`config.mk`:
```
export PLATFORM = sky130hd
export DESIGN_NAME = gray_pwm_array
export DESIGN_NICKNAME = d
export VERILOG_FILES = /design/src/rtl/gray_pwm_pkg.sv /design/src/rtl/gray_pwm_timebase.sv /design/src/rtl/gray_pwm_window.sv /design/src/rtl/gray_pwm_lane.sv /design/src/rtl/gray_pwm_array.sv
export SDC_FILE = /design/constraint.sdc
export NUM_CORES = 1
export LEC_CHECK = 0
export CORE_AREA = 2 2 188 190
export CTS_CLUSTER_DIAMETER = 60
export DETAILED_ROUTE_END_ITERATION = 10
export DIE_AREA = 0 0 190 192
export PLACE_DENSITY_LB_ADDON = 0.2
export RECOVER_POWER = 25
export SLEW_MARGIN = 20
export SYNTH_ARGS = -nofsm -noshare
export SYNTH_HDL_FRONTEND = slang
export SYNTH_SLANG_ARGS = --single-unit
```
`constraint.sdc`:
```
create_clock -name clk -period 3.8 [get_ports clk]
set_clock_uncertainty 0.1 [all_clocks]
set_input_delay 0.95 -clock clk [delete_from_list [all_inputs] [get_ports clk]]
set_output_delay 0.95 -clock clk [all_outputs]
set_load 0.03 [all_outputs]
```
`src/rtl/gray_pwm_pkg.sv`:
```
package gray_pwm_pkg;
    localparam int LVL_W     = 9;
    localparam int SLOTS     = 511;
    localparam int SUB_W     = 4;
    localparam int CODE_W    = 3;
    localparam int ONCNT_W   = SUB_W + 1;

    typedef enum logic {
        SLOT_OF_8  = 1'b0,
        SLOT_OF_16 = 1'b1
    } slot_mode_e;

    typedef logic [LVL_W-1:0] level_t;

    typedef struct packed {
        logic [SUB_W-1:0] sub;
        level_t           slot;
    } tbase_t;

    function automatic logic [SUB_W-1:0] last_sub(slot_mode_e m);
        return (m == SLOT_OF_16) ? SUB_W'(15) : SUB_W'(7);
    endfunction

    function automatic logic [ONCNT_W-1:0] lit_clocks(slot_mode_e m, logic [CODE_W-1:0] code);
        logic [ONCNT_W-1:0] base;
        base = (m == SLOT_OF_16) ? ONCNT_W'(9) : ONCNT_W'(1);
        return base + ONCNT_W'(code);
    endfunction
endpackage

```
`src/rtl/gray_pwm_timebase.sv`:
```
module gray_pwm_timebase
    import gray_pwm_pkg::*;
(
    input  logic             clk,
    input  logic             rst,
    input  logic [SUB_W-1:0] sub_last,
    output tbase_t           tb
);
    localparam level_t SLOT_END = level_t'(SLOTS - 1);

    always_ff @(posedge clk) begin
        if (rst) begin
            tb <= '0;
        end else if (tb.sub >= sub_last) begin
            tb.sub  <= '0;
            tb.slot <= (tb.slot == SLOT_END) ? '0 : tb.slot + level_t'(1);
        end else begin
            tb.sub <= tb.sub + SUB_W'(1);
        end
    end
endmodule

```
`src/rtl/gray_pwm_window.sv`:
```
module gray_pwm_window
    import gray_pwm_pkg::*;
(
    input  slot_mode_e        mode,
    input  logic [CODE_W-1:0] code,
    input  logic [SUB_W-1:0]  sub,
    input  logic              out_en_n,
    output logic              lit
);
    logic [ONCNT_W-1:0] span;

    always_comb begin
        span = lit_clocks(mode, code);
        lit  = !out_en_n && ({1'b0, sub} < span);
    end
endmodule

```
`src/rtl/gray_pwm_lane.sv`:
```
module gray_pwm_lane
    import gray_pwm_pkg::*;
(
    input  logic   clk,
    input  logic   rst,
    input  logic   lit,
    input  level_t slot,
    input  level_t level,
    output logic   on
);
    always_ff @(posedge clk) begin
        if (rst) on <= 1'b0;
        else     on <= lit && (slot < level);
    end
endmodule

```
`src/rtl/gray_pwm_array.sv`:
```
module gray_pwm_array
    import gray_pwm_pkg::*;
#(
    parameter int CH = 48
) (
    input  logic                clk,
    input  logic                rst,
    input  logic                out_en_n,
    input  logic                bright_mode,
    input  logic [CODE_W-1:0]   bright_code,
    input  logic [CH*LVL_W-1:0] level_flat,
    output logic [CH-1:0]       led_on
);
    slot_mode_e       mode;
    logic [SUB_W-1:0] sub_last;
    tbase_t           tb;
    logic             lit;

    assign mode     = slot_mode_e'(bright_mode);
    assign sub_last = last_sub(mode);

    gray_pwm_timebase u_tb (
        .clk      (clk),
        .rst      (rst),
        .sub_last (sub_last),
        .tb       (tb)
    );

    gray_pwm_window u_win (
        .mode     (mode),
        .code     (bright_code),
        .sub      (tb.sub),
        .out_en_n (out_en_n),
        .lit      (lit)
    );

    for (genvar i = 0; i < CH; i++) begin : g_lane
        gray_pwm_lane u_lane (
            .clk   (clk),
            .rst   (rst),
            .lit   (lit),
            .slot  (tb.slot),
            .level (level_flat[i*LVL_W +: LVL_W]),
            .on    (led_on[i])
        );
    end
endmodule

```
==> results of run 1 <==
==> Yosys cell counts (all sizes together) <==
cell type | count | area (um^2)
or4b | 1 | 10.0
nor2 | 54 | 203
or3 | 2 | 12.5
o211a | 1 | 10.0
a211oi | 50 | 480
xor2 | 6 | 52.6
a31oi | 49 | 307
nor3b | 1 | 7.51
clkbuf | 6 | 22.5
nand2 | 149 | 559
o21ai | 98 | 490
nor3 | 4 | 20.0
a21oi | 147 | 736
buf | 55 | 414
xnor2 | 4 | 35.0
a21o | 49 | 368
and2 | 1 | 6.26
dfxtp | 61 | 1220
nand2b | 48 | 300
a41oi | 1 | 8.76
and4 | 2 | 17.5
and3 | 2 | 12.5
nand4 | 2 | 12.5
inv | 387 | 1450
nand3 | 6 | 30.0
ha | 392 | 4900
a31o | 1 | 8.76
==> metrics by stage <==
| step | hold slack (ns) | util (%) | power [W] | worst slack (ns) | instances |
|---|---|---|---|---|---|
| finish | 0.428 | 50.2 | 0.00263 | 0.792 | 2496 |
| global route | 0.461 | 50.2 | 0.00280 | 0.682 | 2495 |
| CTS | 0.431 | 50.2 | 0.00269 | 0.822 | 2493 |
| detailed placement | 0.422 | 49.3 | 0.00176 | 0.463 | 2477 |
| global placement | 0.409 | 49.3 | 0.00174 | 0.539 | 2477 |
| floorplan | 0.357 | - | 0.00118 | 1.18 | 1579 |
==> cell type report <==
type	count	area share (%)
flip-flops and latches	61	7.16
multi-input cells	1070	50.0
well taps	455	3.31
clock inverters	7	0.458
inverters	387	8.44
clock buffers	9	1.31
repair buffers	504	29.3
diodes	3	0.0436
==> worst max-delay path, stage by stage <==
cell	delay, ns
clkdlybuf4s50_1	0.46
ha_1	0.24
xnor2_1	0.17
ha_1	0.27
o211a_1	0.13
a211oi_2	0.27
o21ai_4	0.10
buf_12	0.20
a211oi_1	0.29
==> logic make-up after synthesis <==
kind of cell / synth area share (%)
compound gates: 20.6
xor+xnor: 0.748
fa+ha+maj: 41.9
buf+inv: 16.1
flops: 10.4
simple gates: 10.2
==> state kept, by name (all words and copies together), names as in the netlist <==
name              count
u_tb.tb              13
g_lane.u_lane.on     48
==> where the power goes <==
group,switching (W),internal (W)
clock,0.000376,0.000519
sequential,0.0000146,0.000683
combinational,0.000420,0.000616
==> how the worst min path moves through the flow <==
stage          startpoint          to  slack, ns  cells after the start
4_1_cts        u_tb.tb[9]  u_tb.tb[9]       0.43                      1
5_1_grt        u_tb.tb[9]  u_tb.tb[9]       0.46                      1
3_5_place_dp   u_tb.tb[9]  u_tb.tb[9]       0.42                      1
2_1_floorplan  u_tb.tb[9]  u_tb.tb[9]       0.36                      1
6_report       u_tb.tb[9]  u_tb.tb[9]       0.43                      1
3_3_place_gp   u_tb.tb[9]  u_tb.tb[9]       0.41                      1
==> metal layers <==
layer	wire length [um]	vias up	global-route usage (%)
met5	13	-	0
met4	943	2	6.20
met3	3240	48	6.03
met2	20300	345	41.5
met1	15900	5271	23.1
li1	-	6160	-
==> out/metrics.cfg, run 1 <==
[run_status]
status = finished, final reports clean

[placement]
dp_hpwl_mm = 32.7
place_area_um2 = 16900
gp_congestion = 0.823
io_buffer_count = 486

[global_route]
grt_pass1_wl_mm = 61.0
first_global_vias = 11821
grt_max_degree = 49
gr-total-overflow = 0
grt.total_usage_pct = 21.7
antenna_found_initial = 4

[timing]
final-hold-violation-count = 0
rsz0062_at_grt = no
slew_violations = 0
min_period_ns = 3.01
final-setup-viol-count = 0
max_slew_margin_pct = 48.1
setup_tns_ns = 0
timing.final.crit_share_pct = 79.1
worstMarginPinSlew_ns = 0.779
max_freq_mhz = 332

[floorplan]
start_util_pct = 34.1
core_um2 = 34300
die_area_um2 = 36500
die_y_um = 192
core.rowCount = 68
die-width_um = 190
io_pins = 487

[drt]
first_iter_violations = 224
post_drt_wl_per_cell_um = 16.2
antenna_left = 0
dr.pass1.iters = 4
drc_errors = 0
drt-vias-per-instance = 4.74
wl_mm = 40.4
vias = 11826

[clock_network]
cts_tree = yes
clkLatencyLatePin_ns = 0.34
clock-sinks = 61
clock_path_buffers = 2
path_clk_slew_ns = 0.07
postCtsSetupRepairBufs = 0
cts-root-buf = clkbuf_16
numCtsBuffers = 9
htree_num_levels = 3
cts_resized = 0
ctsHoldBuffers = 0

[synth]
synth_nets = 2410
synthesis.instances = 1579
yosys_warnings = 0
synth_area_um2 = 11700
yosysSeqAreaShare_pct = 10.4
postSynthAreaPerCell_um2 = 7.41
synth.distinct_cells = 31
ys_ff_latch = 61

[setup_path]
worstSetupPathType = in2reg
crit_fanout = 48
critPathArrivalTime_ns = 3.15
worstSetupEndpointType = flop
crit_start = bright_code[1]
startpoint_type = input pin
r2r_end = g_lane[20].u_lane.on
cp.required_ns = 3.94
crit_end = g_lane[33].u_lane.on
r2r_slack_ns = 1.41
reg2reg_depth = 6
r2r_start = u_tb.tb[2]

[finish]
seq_area_um2 = 1230
area_growth_pct = 47.0
fin_area_um2 = 17200
fillers = 3328
mostFrequentLayoutCell = clkdlybuf4s50_1
drive_gt1_share_pct = 3.19
multiInputGateArea_um2 = 8600
final_cell_mix = clkdlybuf4s50_1 (462), ha_1 (392), inv_1 (387)
final_nets = 2864

[power]
irDropWorstVdd_uv = 177
p_per_area_nw_per_um2 = 153
power.leakage_nw = 9.84

[worst_hold_path]
hold_path_class = reg2reg

[flow_run]
cap_viol_max_count = 0

No activity file was read; power rests on OpenSTA's default activity.
==> run 2, diff against run 1 <==
clock period = 2.7 ns   (was 3.8 ns; I/O delays follow)
==> out/metrics.cfg, run 2 (synthesis gave the netlist of run 1 again) <==
[timing]
rsz0062_at_grt = no
slew_violations = 0  ; unchanged
final-hold-violation-count = 0  ; unchanged
worstMarginPinSlew_ns = 0.633  ; -0.146 ns
min_period_ns = 2.48
max_slew_margin_pct = 57.8  ; +9.7 points
max_freq_mhz = 403
timing.final.crit_share_pct = 91.9
final-setup-viol-count = 0  ; unchanged

[floorplan]
die_area_um2 = 36500  ; unchanged
core.rowCount = 68  ; unchanged
core_um2 = 34300  ; unchanged
io_pins = 487  ; unchanged
die-width_um = 190  ; unchanged
die_y_um = 192  ; unchanged
start_util_pct = 34.1  ; unchanged

[finish]
largest_register_ffs = 48  ; unchanged
mostFrequentLayoutCell = clkdlybuf4s50_1
final_cell_mix = clkdlybuf4s50_1 (467), ha_1 (391), inv_1 (387)
final_nets = 2881  ; +0.59%
fillers = 3339  ; +0.33%
area_growth_pct = 50.2
largest-register = g_lane.u_lane.on
drive_gt1_share_pct = 4.43  ; +1.2 points
reg_top3 = g_lane.u_lane.on (48), u_tb.tb (13)
multiInputGateArea_um2 = 8650  ; +0.49%
fin_area_um2 = 17600  ; +2.2%
seq_area_um2 = 1230  ; unchanged

[clock_network]
htree_num_levels = 3  ; unchanged
cts_tree = yes
clkLatencyLatePin_ns = 0.35  ; about the same
path_clk_slew_ns = 0.06  ; about the same
ctsHoldBuffers = 0  ; unchanged
clock_path_buffers = 2  ; unchanged
numCtsBuffers = 9  ; unchanged
cts-root-buf = clkbuf_16
clock-sinks = 61  ; unchanged

[global_route]
grt_pass1_wl_mm = 61.0  ; about the same
gr-total-overflow = 0  ; unchanged
first_global_vias = 11900  ; +0.67%
grt.total_usage_pct = 21.8  ; +0.076 points
antenna_found_initial = 3  ; -1
grt_max_degree = 34  ; -31%

[drt]
first_iter_violations = 265  ; +18%
wl_mm = 41.0  ; +1.6%
post_drt_wl_per_cell_um = 16.3  ; +0.91%
dr.pass1.iters = 4  ; unchanged
vias = 11914  ; +0.74%
antenna_left = 0  ; unchanged
drc_errors = 0  ; unchanged
drt-vias-per-instance = 4.74  ; +0.10%

[setup_path]
slowest_stage = clkdlybuf4s50_1
reg2reg_depth = 5  ; -1
path_buf_inv = 5  ; +3
startpoint_type = input pin
r2r_slack_ns = 0.57  ; -0.84 ns
worstSetupPathType = in2reg
critPathArrivalTime_ns = 2.64  ; -0.51 ns
crit_fanout = 13  ; -73%
crit_chain = clkdlybuf4s50_1, buf_4, nand3_1, xnor2_1, ha_1, a211oi_1, buf_4, o21ai_4, buf_12, buf_12, a211oi_2
cpPeakStageDelay_ns = 0.49  ; +0.03 ns
cp.depth = 11  ; +2
cp_top_family = buffers and inverters
cp.required_ns = 2.86  ; -1.08 ns
worstSetupEndpointType = flop

[run_status]
status = finished, final reports clean

[placement]
io_buffer_count = 486  ; unchanged
place_area_um2 = 17100  ; +1.4%
dp_hpwl_mm = 33.4  ; +2.1%
gp_congestion = 0.812  ; -1.3%

[power]
power.total_w = 0.00373  ; +42%
p_per_area_nw_per_um2 = 212  ; +39%
power.leakage_nw = 10.0  ; +1.6%
irDropWorstVdd_uv = 271  ; +53%

[worst_hold_path]
holdPathStages = 1  ; unchanged
hold_path_class = reg2reg

[flow_run]
cap_viol_max_count = 0  ; unchanged

[run 2: cell types whose count changed in the layout (fill, tap and decap cells not counted), sizes merged]
cell,before,now
clkinv,2,5
inv,391,388
dlymetal6s2s,0,2
diode,3,2
clkdlybuf4s50,462,467
dlygate4sd3,24,17
buf,18,33
clkbuf,9,11
[run 2: path summary, 6_finish.rpt]
kind	startpoint	to
worst max-delay path	bright_code[2]	g_lane[41].u_lane.on
worst min-delay path	u_tb.tb[9]	u_tb.tb[9]
worst max register to register	u_tb.tb[2]	g_lane[8].u_lane.on
worst min register to register	u_tb.tb[9]	u_tb.tb[9]
[run 2: layout make-up]
class / count / share of cell area, %
Multi-Input combinational cell: 1070 / 49.2
Clock inverter: 7 / 0.427
Clock buffer: 9 / 1.28
Tap cell: 455 / 3.24
Antenna cell: 2 / 0.0285
Sequential cell: 61 / 7.01
Timing Repair Buffer: 521 / 30.6
Inverter: 387 / 8.26
[run 2: where the power goes]
part	switching [W]	total [W]	internal [W]
combinational	0.000602	0.00151	0.000907
sequential	0.0000219	0.000983	0.000961
clock	0.000514	0.00123	0.000721
total	0.00114	0.00373	0.00259
[run 2: worst register-to-register path: stages (launching register included)]
cell,delay (ns)
dfxtp_2,0.68
ha_1,0.38
a21o_1,0.16
a31oi_1,0.33
o21ai_0,0.22
a211oi_2,0.20
[run 2: metrics by stage]
| step | TNS (ns) | util [%] | cells | worst slack (ns) | hold slack [ns] |
|---|---|---|---|---|---|
| floorplan | 0 | - | 1579 | 0.305 | 0.357 |
| global placement | -13.36 | 50.0 | 2488 | -0.298 | 0.398 |
| detailed placement | -15.39 | 50.0 | 2488 | -0.365 | 0.406 |
| CTS | 0 | 50.8 | 2504 | 0.0476 | 0.420 |
| global route | 0 | 51.2 | 2510 | 0.0619 | 0.447 |
| finish | 0 | 51.3 | 2512 | 0.219 | 0.414 |
[run 2: metal layers]
layer,up-vias,part of all wire (%),track usage (%)
met5,-,0.063,0
met4,4,2.7,6.80
met3,54,7.8,5.90
met2,362,50,41.3
met1,5292,40,23.4
li1,6202,-,-
[run 2: what timing repair did]
action	in CTS	in global routing
pin swaps	1	5
endpoints found under the setup margin	1	19
resized for setup	0	11
buffers inserted	0	3
gates cloned	0	3
